==> config.mk <==
export PLATFORM = sky130hd
export DESIGN_NAME = i2c_byte_master
export DESIGN_NICKNAME = d
export VERILOG_FILES = /design/src/rtl/i2cm_pkg.sv /design/src/rtl/i2cm_regs.sv /design/src/rtl/i2cm_sclgen.sv /design/src/rtl/i2cm_engine.sv /design/src/rtl/i2c_byte_master.sv
export SDC_FILE = /design/constraint.sdc
export NUM_CORES = 1
export LEC_CHECK = 0
export BUFFER_PORTS_ARGS = -buffer_cell sky130_fd_sc_hd__buf_2
export CORE_AREA = 2 2 149 151
export CTS_BUF_LIST = sky130_fd_sc_hd__clkbuf_4
export DETAILED_ROUTE_END_ITERATION = 12
export DIE_AREA = 0 0 151 153
export GPL_TIMING_DRIVEN = 0
export PLACE_DENSITY = 0.52
export SYNTH_ARGS = -nofsm -noshare
export SYNTH_HDL_FRONTEND = slang
export SYNTH_SLANG_ARGS = --single-unit
==> constraint.sdc <==
create_clock -name clk_i -period 4.5 [get_ports clk_i]
set_clock_uncertainty 0.2 [all_clocks]
set_input_delay 0.9 -clock clk_i [delete_from_list [all_inputs] [get_ports clk_i]]
set_output_delay 0.9 -clock clk_i [all_outputs]
set_load 0.005 [all_outputs]
==> src/rtl/i2cm_pkg.sv <==
package i2cm_pkg;
  localparam int unsigned REG_W  = 32;
  localparam int unsigned CNT_W  = 16;
  localparam int unsigned BYTE_W = 8;
  localparam int unsigned CELLS  = BYTE_W + 1;

  localparam logic [1:0] A_CTRL = 2'd0;
  localparam logic [1:0] A_TIME = 2'd1;
  localparam logic [1:0] A_CMD  = 2'd2;
  localparam logic [1:0] A_RES  = 2'd3;

  localparam int unsigned C_START = 10;
  localparam int unsigned C_STOP  = 9;
  localparam int unsigned C_NACK  = 8;

  localparam int unsigned R_OWN  = 12;
  localparam int unsigned R_ACK  = 11;
  localparam int unsigned R_LOST = 9;

  typedef enum logic [2:0] {
    ST_IDLE, ST_START, ST_BYTE, ST_HOLD, ST_STOP
  } eng_st_e;

  typedef struct packed {
    logic              start;
    logic              stop;
    logic              nack;
    logic [BYTE_W-1:0] data;
  } cmd_t;
endpackage

==> src/rtl/i2cm_regs.sv <==
module i2cm_regs
  import i2cm_pkg::*;
#(
  parameter int unsigned CW = CNT_W,
  parameter logic [CW-1:0] HALF_RST = 125,
  parameter logic [CW-1:0] FULL_RST = 250
) (
  input  logic             clk_i,
  input  logic             rst_ni,
  input  logic             we_i,
  input  logic [1:0]       addr_i,
  input  logic [REG_W-1:0] wdata_i,
  input  logic [REG_W-1:0] result_i,
  output logic [REG_W-1:0] rdata_o,
  output logic             run_o,
  output logic             drv_en_o,
  output logic [CW-1:0]    half_o,
  output logic [CW-1:0]    full_o,
  output logic             cmd_valid_o,
  output cmd_t             cmd_o
);
  logic run_q, drv_q;
  logic [CW-1:0] half_q, full_q;

  always_ff @(posedge clk_i or negedge rst_ni) begin
    if (!rst_ni) begin
      run_q  <= 1'b0;
      drv_q  <= 1'b0;
      half_q <= HALF_RST;
      full_q <= FULL_RST;
    end else if (we_i) begin
      if (addr_i == A_CTRL) begin
        run_q <= wdata_i[0];
        drv_q <= wdata_i[1];
      end
      if (addr_i == A_TIME) begin
        half_q <= wdata_i[2*CW-1:CW];
        full_q <= wdata_i[CW-1:0];
      end
    end
  end

  assign run_o       = run_q;
  assign drv_en_o    = drv_q;
  assign half_o      = half_q;
  assign full_o      = full_q;
  assign cmd_valid_o = we_i && (addr_i == A_CMD);
  assign cmd_o.start = wdata_i[C_START];
  assign cmd_o.stop  = wdata_i[C_STOP];
  assign cmd_o.nack  = wdata_i[C_NACK];
  assign cmd_o.data  = wdata_i[BYTE_W-1:0];

  always_comb begin
    rdata_o = '0;
    unique case (addr_i)
      A_CTRL:  rdata_o[1:0] = {drv_q, run_q};
      A_TIME:  rdata_o[2*CW-1:0] = {half_q, full_q};
      A_RES:   rdata_o = result_i;
      default: rdata_o = '0;
    endcase
  end
endmodule

==> src/rtl/i2cm_sclgen.sv <==
module i2cm_sclgen #(
  parameter int unsigned CW = 16
) (
  input  logic          clk_i,
  input  logic          rst_ni,
  input  logic          clr_i,
  input  logic [CW-1:0] half_i,
  input  logic [CW-1:0] full_i,
  output logic          half_end_o,
  output logic          cell_end_o,
  output logic          sample_o,
  output logic          high_o
);
  logic [CW-1:0] cnt_q;

  assign cell_end_o = cnt_q >= (full_i - CW'(1));
  assign half_end_o = cnt_q == (half_i - CW'(1));
  assign sample_o   = cnt_q == half_i;
  assign high_o     = cnt_q >= half_i;

  always_ff @(posedge clk_i or negedge rst_ni) begin
    if (!rst_ni) cnt_q <= '0;
    else if (clr_i || cell_end_o) cnt_q <= '0;
    else cnt_q <= cnt_q + CW'(1);
  end
endmodule

==> src/rtl/i2cm_engine.sv <==
module i2cm_engine
  import i2cm_pkg::*;
#(
  parameter int unsigned BW = BYTE_W
) (
  input  logic          clk_i,
  input  logic          rst_ni,
  input  logic          run_i,
  input  logic          cmd_valid_i,
  input  cmd_t          cmd_i,
  input  logic          scl_i,
  input  logic          sda_i,
  input  logic          half_end_i,
  input  logic          cell_end_i,
  input  logic          sample_i,
  input  logic          high_i,
  output logic          clr_o,
  output logic          scl_low_o,
  output logic          sda_low_o,
  output logic          irq_o,
  output logic [BW-1:0] rx_o,
  output logic          ack_o,
  output logic          lost_o,
  output logic          own_o
);
  localparam int unsigned BIT_W = $clog2(BW + 1);
  localparam logic [BIT_W-1:0] LAST = BIT_W'(BW);

  eng_st_e st_q;
  logic [1:0] step_q;
  logic [BIT_W-1:0] bit_q;
  logic [BW-1:0] sh_q, rx_q;
  logic nack_q, rd_q, tx_q, own_q, ack_q, lost_q, irq_q;
  logic accept, lost_evt, smp;

  assign accept = run_i && cmd_valid_i &&
                  ((st_q == ST_HOLD) ||
                   (st_q == ST_IDLE && (cmd_i.start || cmd_i.stop)));
  assign smp = sample_i && scl_i;
  assign lost_evt = (st_q == ST_BYTE) && smp && (bit_q != LAST) &&
                    tx_q && sh_q[BW-1] && !sda_i;
  assign clr_o = accept ||
                 ((st_q == ST_START || st_q == ST_STOP) && half_end_i);

  always_ff @(posedge clk_i or negedge rst_ni) begin
    if (!rst_ni) begin
      st_q <= ST_IDLE; step_q <= '0; bit_q <= '0;
      sh_q <= '0; rx_q <= '0;
      nack_q <= 1'b1; rd_q <= 1'b0; tx_q <= 1'b1;
      own_q <= 1'b0; ack_q <= 1'b0; lost_q <= 1'b0; irq_q <= 1'b0;
    end else if (!run_i) begin
      st_q <= ST_IDLE; step_q <= '0; bit_q <= '0;
      own_q <= 1'b0; ack_q <= 1'b0; lost_q <= 1'b0; irq_q <= 1'b0;
      rx_q <= '0;
    end else begin
      irq_q <= 1'b0;
      unique case (st_q)
        ST_IDLE, ST_HOLD: if (accept) begin
          lost_q <= 1'b0;
          nack_q <= cmd_i.nack;
          sh_q   <= cmd_i.data;
          step_q <= '0;
          bit_q  <= '0;
          if (cmd_i.stop) st_q <= ST_STOP;
          else if (cmd_i.start) begin
            st_q <= ST_START;
            tx_q <= 1'b1;
            rd_q <= cmd_i.data[0];
          end else begin
            st_q <= ST_BYTE;
            tx_q <= !rd_q;
          end
        end
        ST_START: if (half_end_i) begin
          step_q <= step_q + 2'd1;
          if (step_q == 2'd3) begin
            st_q  <= ST_BYTE;
            own_q <= 1'b1;
          end
        end
        ST_BYTE: begin
          if (lost_evt) begin
            st_q   <= ST_IDLE;
            own_q  <= 1'b0;
            lost_q <= 1'b1;
            irq_q  <= 1'b1;
          end else begin
            if (smp) begin
              if (bit_q == LAST) ack_q <= sda_i;
              else rx_q <= {rx_q[BW-2:0], sda_i};
            end
            if (cell_end_i) begin
              if (bit_q == LAST) begin
                st_q  <= ST_HOLD;
                irq_q <= 1'b1;
              end else begin
                bit_q <= bit_q + BIT_W'(1);
                sh_q  <= {sh_q[BW-2:0], 1'b0};
              end
            end
          end
        end
        ST_STOP: if (half_end_i) begin
          step_q <= step_q + 2'd1;
          if (step_q == 2'd2) begin
            st_q  <= ST_IDLE;
            own_q <= 1'b0;
            irq_q <= 1'b1;
          end
        end
        default: st_q <= ST_IDLE;
      endcase
    end
  end

  // line drive: 1 = pull low
  always_comb begin
    scl_low_o = 1'b0;
    sda_low_o = 1'b0;
    unique case (st_q)
      ST_START: begin
        scl_low_o = (step_q == 2'd0) ? own_q : (step_q == 2'd3);
        sda_low_o = step_q[1];
      end
      ST_BYTE: begin
        scl_low_o = !high_i;
        sda_low_o = (bit_q == LAST) ? !nack_q : (tx_q && !sh_q[BW-1]);
      end
      ST_HOLD: begin
        scl_low_o = 1'b1;
        sda_low_o = !nack_q;
      end
      ST_STOP: begin
        scl_low_o = (step_q == 2'd0);
        sda_low_o = (step_q != 2'd2);
      end
      default: ;
    endcase
  end

  assign irq_o  = irq_q;
  assign rx_o   = rx_q;
  assign ack_o  = ack_q;
  assign lost_o = lost_q;
  assign own_o  = own_q;


  irq_pulse_chk: assert property (@(posedge clk_i) disable iff (!rst_ni)
    irq_o |=> !irq_o);


  busy_ignore_chk: assert property (@(posedge clk_i) disable iff (!rst_ni)
    (cmd_valid_i && (st_q inside {ST_START, ST_BYTE, ST_STOP}))
      |=> ($stable(nack_q) && $stable(rd_q)));


  sda_steady_chk: assert property (@(posedge clk_i) disable iff (!rst_ni)
    (st_q == ST_BYTE && $past(st_q) == ST_BYTE && !scl_low_o && !$past(scl_low_o))
      |-> (sda_low_o == $past(sda_low_o)));


  lost_release_chk: assert property (@(posedge clk_i) disable iff (!rst_ni)
    lost_evt |=> (!scl_low_o && !sda_low_o && irq_o && lost_o && !own_o));


  halt_chk: assert property (@(posedge clk_i) disable iff (!rst_ni)
    !run_i |=> (st_q == ST_IDLE && !irq_o));
endmodule

==> src/rtl/i2c_byte_master.sv <==
module i2c_byte_master
  import i2cm_pkg::*;
#(
  parameter int unsigned CW = CNT_W,
  parameter logic [CW-1:0] HALF_RST = 125,
  parameter logic [CW-1:0] FULL_RST = 250
) (
  input  logic        clk_i,
  input  logic        rst_ni,
  input  logic        reg_we_i,
  input  logic [1:0]  reg_addr_i,
  input  logic [31:0] reg_wdata_i,
  output logic [31:0] reg_rdata_o,
  output logic        irq_o,
  output logic        scl_oe_o,
  input  logic        scl_i,
  output logic        sda_oe_o,
  input  logic        sda_i
);
  logic run, drv_en, cmd_valid, clr;
  logic half_end, cell_end, sample, high;
  logic scl_low, sda_low, ack, lost, own;
  logic [CW-1:0] half, full;
  logic [BYTE_W-1:0] rx;
  logic [REG_W-1:0] res_word;
  cmd_t cmd;

  i2cm_regs #(.CW(CW), .HALF_RST(HALF_RST), .FULL_RST(FULL_RST)) u_regs (
    .clk_i, .rst_ni,
    .we_i(reg_we_i), .addr_i(reg_addr_i), .wdata_i(reg_wdata_i),
    .result_i(res_word), .rdata_o(reg_rdata_o),
    .run_o(run), .drv_en_o(drv_en), .half_o(half), .full_o(full),
    .cmd_valid_o(cmd_valid), .cmd_o(cmd)
  );

  i2cm_sclgen #(.CW(CW)) u_sclgen (
    .clk_i, .rst_ni, .clr_i(clr), .half_i(half), .full_i(full),
    .half_end_o(half_end), .cell_end_o(cell_end),
    .sample_o(sample), .high_o(high)
  );

  i2cm_engine #(.BW(BYTE_W)) u_engine (
    .clk_i, .rst_ni, .run_i(run), .cmd_valid_i(cmd_valid), .cmd_i(cmd),
    .scl_i, .sda_i,
    .half_end_i(half_end), .cell_end_i(cell_end),
    .sample_i(sample), .high_i(high),
    .clr_o(clr), .scl_low_o(scl_low), .sda_low_o(sda_low), .irq_o,
    .rx_o(rx), .ack_o(ack), .lost_o(lost), .own_o(own)
  );

  always_comb begin
    res_word = '0;
    res_word[BYTE_W-1:0] = rx;
    res_word[R_LOST] = lost;
    res_word[R_ACK]  = ack;
    res_word[R_OWN]  = own;
  end

  assign scl_oe_o = drv_en && scl_low;
  assign sda_oe_o = drv_en && sda_low;
endmodule

Word-level counts from Yosys, hierarchy flattened. Cells that the tools add are included. Widths: inputs -> output; s select.

Register bits: 82. Input port bits: 39. Output and inout port bits: 35. Logic and storage cells: 169.

Add/subtract/negate cells: 5. $lt $le $gt $ge: 2. Eq/ne operators: 38. Mux-type cells: 63. Bitwise gates (word level): 1. Reduce and logical (&&, ||, !) cells: 43.

Operator list (number): $mux 8 (9); $pmux 30 s2 (1); $eq 16x16->1 (2); $ge 16x16->1 (2); $sub 16x1->16 const B (2); $mux 3 (10); $mux 1 (23); $mux 4 (5); $ne 3x2->1 const B (6); $add 16x1->16 const B (1); $mux 16 (1); $pmux 8 s2 (1); $ne 3x3->1 const B (5); $logic_and 1x1->1 (14); $ne 2x2->1 const B (6); $pmux 3 s4 (1); $reduce_and 4->1 (3); $reduce_and 6->1 (2); $reduce_and 5->1 (2); $reduce_and 3->1 (3); $eq 2x2->1 const B (4); $mux 2 (4); $ne 2x1->1 const B (4); $ne 4x3->1 const B (2); 25 further kinds (39).

Longest topological paths before layout. Gate-level depths: netlist of run 1.

Depth in word-level cells: 10. Mapped depth: 16. Mapped depth without buffers: 15.

Hierarchy. From an unflattened synthesis of run 1, not the netlist that was laid out.

Cell total of the unflattened synthesis: 664. Area total of the unflattened synthesis: 6291.0 um^2.

Modules (own cells, without submodules): i2cm_sclgen (instances 1, cells an instance 285, area an instance 2303.5 um^2, sequential area each 400.4 um^2); i2cm_regs (instances 1, cells an instance 159, area an instance 2085.8 um^2, sequential area each 865.8 um^2); i2cm_engine (instances 1, cells an instance 217, area an instance 1885.6 um^2, sequential area each 803.3 um^2); i2c_byte_master (instances 1, cells an instance 3, area an instance 16.3 um^2, sequential area each 0.0 um^2).

Worst setup path before layout of run 1. OpenSTA, ideal clock, no wires.

Path kind: reg2reg. Start: reg u_regs.full_q[9] (netlist: u_regs.full_o[9]). End: reg u_engine.sh_q[1]. Library setup time: 0.125 ns. Data arrival time: 3.614 ns. Data required time: 4.175 ns. Setup slack: 0.562 ns. Stages on the path, launching flop included: 14. Path buffers: 0. Period minus slack after synthesis: 3.938 ns. Cells stage by stage: dfrtp_1 -> or3_1 -> or4_1 -> or3_1 -> xor2_1 -> ha_1 -> nand4_1 -> nor3_1 -> and2_1 -> a31oi_1 -> o211ai_1 -> nand3_1 -> a21boi_1 -> mux2_2.

Longest elaborated chain between the ends: 4.

Ends and longest elaborated chain: start: declaration (RTL line i2cm_regs.sv:23) `logic [CW-1:0] half_q, full_q;`; start signal: assignment (RTL line i2cm_regs.sv:38) `full_q <= wdata_i[CW-1:0];`; $sub 16x1->16 (RTL line i2cm_sclgen.sv:16) `assign cell_end_o = cnt_q >= (full_i - CW'(1));`; $ge 16x16->1 (RTL line i2cm_sclgen.sv:16); $ne 2x2->1 (no line); $reduce_and 6->1 (no line); end signal: assignment (RTL line i2cm_engine.sv:61) `sh_q <= cmd_i.data;`; end signal: assignment (RTL line i2cm_engine.sv:98) `sh_q <= {sh_q[BW-2:0], 1'b0};`; end: declaration (RTL line i2cm_engine.sv:32) `logic [BW-1:0] sh_q, rx_q;`.

Every way passes these cells. A chain may end at the register's enable or synchronous reset.

Final worst setup path of run 1.
Start: reg u_regs.full_q[9] (netlist: u_regs.full_o[9]). End: reg u_engine.sh_q[7].

The elaborated chain is that of the path after synthesis.

==> results of run 1 <==
[metrics by stage]
stage	hold WS [ns]	setup WS [ns]	area, µm²	TNS [ns]	std cells
after floorplan	0.2395	0.5618	5743	0	593
after global placement	0.2570	-0.2250	6454	-1.568	945
after detailed placement	0.2619	-0.2670	6484	-1.890	946
after CTS	0.03585	0.02248	6615	0	962
after global routing	0.03319	0.1761	6649	0	964
final	0.06108	0.3393	6649	0	964
[layer usage]
layer	vias up	track usage [%]	share of wire (%)
met2	118	20.04	43
li1	2284	-	-
met3	11	3.015	5.5
met1	2156	19.51	50
met5	-	0	0
met4	0	2.937	0.90
[what timing repair did]
| action | in CTS | in global routing |
|---|---|---|
| gates resized for setup | 2 | 1 |
| hold buffers | 0 | 0 |
| setup buffers | 0 | 2 |
| cloned | 0 | 0 |
| setup endpoints to repair | 8 | 9 |
| pin swaps | 0 | 2 |
| endpoints found under the hold margin | 0 | 0 |
[synthesized netlist by cell type, types with 2 or more instances]
master	n	share of area [%]
and3_1	7	0.76
buf_1	4	0.26
buf_4	2	0.26
a31oi_1	4	0.44
a21oi_1	21	1.8
dfstp_2	14	6.4
nor3_1	14	1.2
or4_4	3	0.59
dfrtp_1	68	30
xnor2_1	29	4.4
ha_1	40	8.7
and3_2	2	0.26
and2_1	23	2.5
or4_1	3	0.39
o211ai_1	4	0.52
nor4_1	7	0.76
mux2i_1	21	3.7
nand2b_1	7	0.76
or2b_2	2	0.31
or3_1	7	0.76
nand3_1	22	1.9
o22ai_1	4	0.44
inv_1	30	2.0
nand3b_1	3	0.39
clkbuf_1	9	0.59
nand4b_1	3	0.46
mux2_2	48	9.4
nor2b_1	28	3.1
o21a_1	6	0.78
o21ai_0	19	1.7
and2_2	2	0.26
o31ai_1	5	0.65
nor2_1	36	2.4
a21o_1	6	0.78
nand2_1	28	1.8
xor2_1	18	2.7
o2111ai_1	2	0.31
nor2_2	3	0.33
nand4_1	15	1.6
[worst max path at each step]
stage                                        end  depth (start not counted)
finish              u_engine.sh_q[7]$_DFFE_PN0P_                         15
detailed placement  u_engine.sh_q[4]$_DFFE_PN0P_                         13
global placement    u_engine.sh_q[3]$_DFFE_PN0P_                         13
global route        u_engine.sh_q[7]$_DFFE_PN0P_                         15
floorplan           u_engine.sh_q[1]$_DFFE_PN0P_                         13
CTS                 u_engine.sh_q[4]$_DFFE_PN0P_                         13
[kinds of logic after synthesis]
family	Yosys count
xor gates and xnor gates	47
adders and majority gates	40
muxes	69
DFF	82
and+or+nand+nor	223
AOI/OAI and AO/OA	81
buffers and inverters	51
[sequential cells by signal (all words and copies together), names as in the netlist]
signal and count:
u_engine.ack_o 1, u_engine.bit_q 4, u_engine.irq_o 1, u_engine.lost_o 1
u_engine.nack_q 1, u_engine.own_o 1, u_engine.rd_q 1, u_engine.rx_o 8
u_engine.sh_q 8, u_engine.st_q 3, u_engine.step_q 2, u_engine.tx_q 1
u_regs.drv_en_o 1, u_regs.full_o 16, u_regs.half_o 16, u_regs.run_o 1
u_sclgen.cnt_q 16
[where the power goes]
part | internal, mW | leakage, nW | switching [mW]
clock network | 0.117 | 0.0570 | 0.296
logic | 0.461 | 1.93 | 0.508
registers | 0.897 | 1.03 | 0.183
total | 1.47 | 3.02 | 0.987
[worst max-delay path, stage by stage, from the launching register on]
cell      delay, ns
dfrtp_1        0.46
or3_1          0.44
or4_1          0.42
or3_1          0.38
xor2_1         0.15
ha_1           0.29
nand4_1        0.14
nor3_1         0.28
and2_1         0.16
a31oi_1        0.05
o211ai_1       0.11
buf_4          0.19
nand3_1        0.12
a21boi_4       0.19
buf_12         0.15
mux2_2         0.32
[final cells by class]
cell class | count | area share (%)
Buffer | 20 | 1.825
Inverter | 31 | 1.750
Sequential cell | 82 | 31.13
Clock buffer | 9 | 1.016
Tap cell | 280 | 5.269
Timing Repair Buffer | 75 | 6.285
Clock inverter | 7 | 0.7904
Multi-Input combinational cell | 460 | 51.94
==> qor.txt, run 1 <==
TritonCTS clock tree -> built
final core occ -> 30.95%
Synth Area in XOR/XNOR -> 7.168%
fin nets -> 758
Root Driver -> clkbuf_4
clock input transition at the sequential cells of the worst setup and hold paths -> 0.15 ns
Synth Area in Adders -> 8.715%
library cells used by synthesis -> 63
die height -> 153 µm
Core ar. -> 0.02149 mm²
Pins Over Slew Limit -> 0
routed wire length -> 14860 µm
I/O pin total -> 74
Top FF cell, synth -> dfrtp_1
aggregate global-route resource usage -> 13.35%
DR WL/cell -> 15.41 µm
pin count of the biggest net entering global routing -> 68
Post-DP HPWL -> 11460 µm
Power, Total -> 2.461 mW
crit start category -> flip-flop
Compound-Gate Fraction of Synth Area -> 9.172%
Multi-input gate area -> 0.003453 mm²
Fillers -> 2287
Hold Vio Cnt, Final -> 0
Initial Util -> 26.73%
vias in the first global route -> 4289
global-route wire length before repair -> 23790 µm
layout cells sized above 1 -> 26.02%
final period utilization -> 92.46%
CP Capture Type -> flip-flop
first-pass iteration count of the detailed router -> 5
min cycle time layout -> 4.161 ns
Hold Path Class -> input port to asynchronous set/reset pin
initial antenna violation count -> 0
Post-Syn Area -> 0.005743 mm²
Worst Reg-to-Reg Cells -> 15
WP data arrival -> 4.35 ns
DRC -> 0
flops & latches, synth -> 82
MaxCap Viol Count -> 0
Synth-to-Final Area Change -> 15.77%
Slew headroom -> 34.32%
most common cell after layout, fill and taps aside -> buf_2
r2r endpoint -> u_engine.sh_q[7]$_DFFE_PN0P_
run status -> finished, final reports clean
Finish-stage setup viols -> 0
IO Port Bufs -> 72
Max Fclk -> 240.3 MHz
Worst-Skew Late Latency -> 0.49 ns
number of synthesized flops with an enable pin -> 0
r2r setup slk -> 0.34 ns
slew at the pin with the worst max-slew slack -> 0.9786 ns
full die area -> 0.02310 mm²
peak supply drop -> 0.1469 mV
RePlAce Congestion -> 0.8438
# rows -> 54
first-iteration detailed-routing DRC count -> 322
WS Path Type -> flip-flop to flip-flop
unrepaired setup endpoints after global routing -> no
number of CTS-inserted buffers -> 9
FFs w/ async S/R, synth -> 100.0%
pwr dens -> 370.2 mW/mm²
Gate Count Post-Synth -> 593
CP max FO -> 8
DR vias -> 4569
H-tree depth -> 3
simple-gate share of the synthesized area -> 21.70%
critical path required time -> 4.69 ns
worst setup path startpoint -> u_regs.full_o[9]$_DFFE_PN0P_
Syn Nets -> 672
Mapped Avg Cell Area -> 9.685 µm²
mux contribution to synthesized area -> 13.07%
flip-flop and latch area -> 0.002069 mm²
Sink Count -> 82
die span in x -> 151 µm
Static Leak -> 3.020 nW
largest family of logic cells by synthesized area -> simple AND/OR/NAND/NOR gates
Seq/Total Area, Yosys -> 36.03%
Congestion Overflow GR -> 0
RR Startpoint -> u_regs.full_o[9]$_DFFE_PN0P_
clock buffer depth -> 2
post-route antenna net violation count -> 0
Synth warnings -> 0
antenna fix cells -> 0
commonest cells after routing, fill and taps aside -> buf_2, dfrtp_1, mux2_2
vias per inst -> 4.740
Note: power is estimated with default switching activity, not from simulation.
==> run 2, diff against run 1 <==
--- a/config.mk
+++ b/config.mk
@@ -5,13 +5,12 @@
 export SDC_FILE = /design/constraint.sdc
 export NUM_CORES = 1
 export LEC_CHECK = 0
-export BUFFER_PORTS_ARGS = -buffer_cell sky130_fd_sc_hd__buf_2
 export CORE_AREA = 2 2 149 151
 export CTS_BUF_LIST = sky130_fd_sc_hd__clkbuf_4
 export DETAILED_ROUTE_END_ITERATION = 12
 export DIE_AREA = 0 0 151 153
+export DONT_BUFFER_PORTS = 1
 export GPL_TIMING_DRIVEN = 0
-export PLACE_DENSITY = 0.52
 export SYNTH_ARGS = -nofsm -noshare
 export SYNTH_HDL_FRONTEND = slang
 export SYNTH_SLANG_ARGS = --single-unit
==> run 2 against run 1 <==
  * Critical path depth is 7 lower
  * Register-to-register slack is essentially flat
  * Maximum frequency decreased by 0.57%
  * Sequential power is essentially flat
  * Largest cell class unchanged
  * Largest power group unchanged
==> qor.txt, run 2 (same netlist as run 1, synthesis figures left out) <==
initial antenna violation count -> 0
IO Port Bufs -> 0
most common cell after layout, fill and taps aside -> dfrtp_1
r2r setup slk -> 0.34 ns
pin count of the biggest net entering global routing -> 69
number of CTS-inserted buffers -> 9
DR vias -> 4406
Static Leak -> 2.702 nW
Finish-stage setup viols -> 0
min cycle time layout -> 4.184 ns
vias per inst -> 4.945
Synth-to-Final Area Change -> 9.412%
final std cells w/o fill -> 891
Core ar. -> 0.02149 mm²
CP Cell Sequence -> clkbuf_2, inv_1, ha_1, nand4_1, nor4_1, nor4_1, a31oi_1, nor3_1
antenna fix cells -> 0
DRC -> 0
first-iteration detailed-routing DRC count -> 401
Setup TNS -> 0 ns
Post-DP HPWL -> 11270 µm
CP max stage delay -> 0.91 ns
Slowest cell on crit path -> nor4_1
Hold Vio Cnt, Final -> 0
peak supply drop -> 0.1923 mV
H-tree depth -> 3
CP max FO -> 8
Max Fclk -> 239.0 MHz
clock buffer depth -> 2
final period utilization -> 92.99%
Sink Count -> 82
CP Capture Type -> primary output
RePlAce Congestion -> 0.8840
unrepaired setup endpoints after global routing -> no
slew at the pin with the worst max-slew slack -> 1.096 ns
TritonCTS clock tree -> built
Congestion Overflow GR -> 0
DP Cell Count -> 873
global-route wire length before repair -> 23500 µm
Hold Path Class -> input port to asynchronous set/reset pin
die span in x -> 151 µm
full die area -> 0.02310 mm²
critical path required time -> 3.40 ns
post-route antenna net violation count -> 0
Crit path top cell by count -> nor4_1
Pins Over Slew Limit -> 0
commonest cells after routing, fill and taps aside -> dfrtp_1, mux2_2, ha_1
fin nets -> 685
Root Driver -> clkbuf_4
DR WL/cell -> 16.46 µm
# rows -> 54
die height -> 153 µm
run status -> finished, final reports clean
WS Path Type -> flip-flop to primary output
Worst-Skew Late Latency -> 0.46 ns
aggregate global-route resource usage -> 13.06%
WP data arrival -> 3.08 ns
crit start category -> flip-flop
routed wire length -> 14660 µm
vias in the first global route -> 4319
I/O pin total -> 74
Slew headroom -> 26.26%
layout cells sized above 1 -> 17.18%
Initial Util -> 26.73%
pwr dens -> 392.1 mW/mm²
clock input transition at the sequential cells of the worst setup and hold paths -> 0.15 ns
MaxCap Viol Count -> 0
first-pass iteration count of the detailed router -> 5
## run 2: cell types whose count changed in the layout (fill, tap and decap cells not counted), moves of 2 or more
cell and delta:
clkinv_4 +3, clkinvlp_4 -2, inv_6 -3, buf_2 -71
## run 2: final timing paths
kind	startpoint	end	cells past startpoint
worst min register to register	u_engine.nack_q$_DFFE_PN1P_	u_engine.nack_q$_DFFE_PN1P_	2
min in group clk_i	reg_wdata_i[9]	u_engine.tx_q$_DFFE_PN1P_	1
worst max register to register	u_regs.full_o[9]$_DFFE_PN0P_	u_engine.sh_q[6]$_DFFE_PN0P_	13
worst min-delay path	rst_ni	u_engine.tx_q$_DFFE_PN1P_	0
max in group asynchronous	rst_ni	u_regs.run_o$_DFFE_PN0P_	1
worst max-delay path	u_regs.half_o[4]$_DFFE_PN1P_	scl_oe_o	8
## run 2: routing by layer
| metal | track usage [%] | up-vias | wire [µm] |
|---|---|---|---|
| met5 | 0 | - | 0 |
| met3 | 3.582 | 9 | 1073 |
| li1 | - | 2136 | - |
| met4 | 2.403 | 0 | 108 |
| met2 | 19.72 | 134 | 6348 |
| met1 | 18.77 | 2127 | 7133 |
## run 2: per-stage QoR
step	hold slack (ns)	area, µm²	power [mW]	util (%)	setup WS, ns
2_1_floorplan	0.2395	5743	1.763	-	0.5618
6_report	0.06656	6284	2.464	29.25	0.3156
4_1_cts	0.02573	6269	2.486	29.18	0.1008
3_3_place_gp	0.2547	6093	1.977	28.36	-0.1087
3_5_place_dp	0.2636	6093	2.004	28.36	-0.09929
5_1_grt	0.008500	6284	2.666	29.25	0.1024
## run 2: worst max-delay path: cells and delay by family, from the launching register on
family	cells	cell delay (ns)
adders and majority gates	1	0.29
buffers and inverters	2	0.26
DFF	1	0.53
and+or+nand+nor	4	1.33
AOI/OAI and AO/OA	1	0.23
## run 2: layout make-up
| type | count | area (µm²) |
|---|---|---|
| multi-input cells | 460 | 3447 |
| repair buffers | 2 | 35.03 |
| flip-flops and latches | 82 | 2069 |
| clock inverters | 6 | 68.82 |
| fillers | 2276 | 15200 |
| well taps | 280 | 350.3 |
| inverters | 31 | 116.4 |
| plain buffers | 20 | 121.4 |
| clock buffers | 10 | 75.07 |
## run 2: where the power goes
group | switching [mW] | internal (mW)
logic | 0.489 | 0.434
clock network | 0.279 | 0.177
registers | 0.187 | 0.897
total | 0.955 | 1.51
## run 2: timing repair
| item | CTS | global route |
|---|---|---|
| gates resized for setup | 1 | 1 |
| hold buffers | 1 | 0 |
| endpoints found under the hold margin | 68 | 0 |
| pin swaps | 0 | 1 |
| setup buffers | 0 | 1 |
| endpoints found under the setup margin | 7 | 7 |
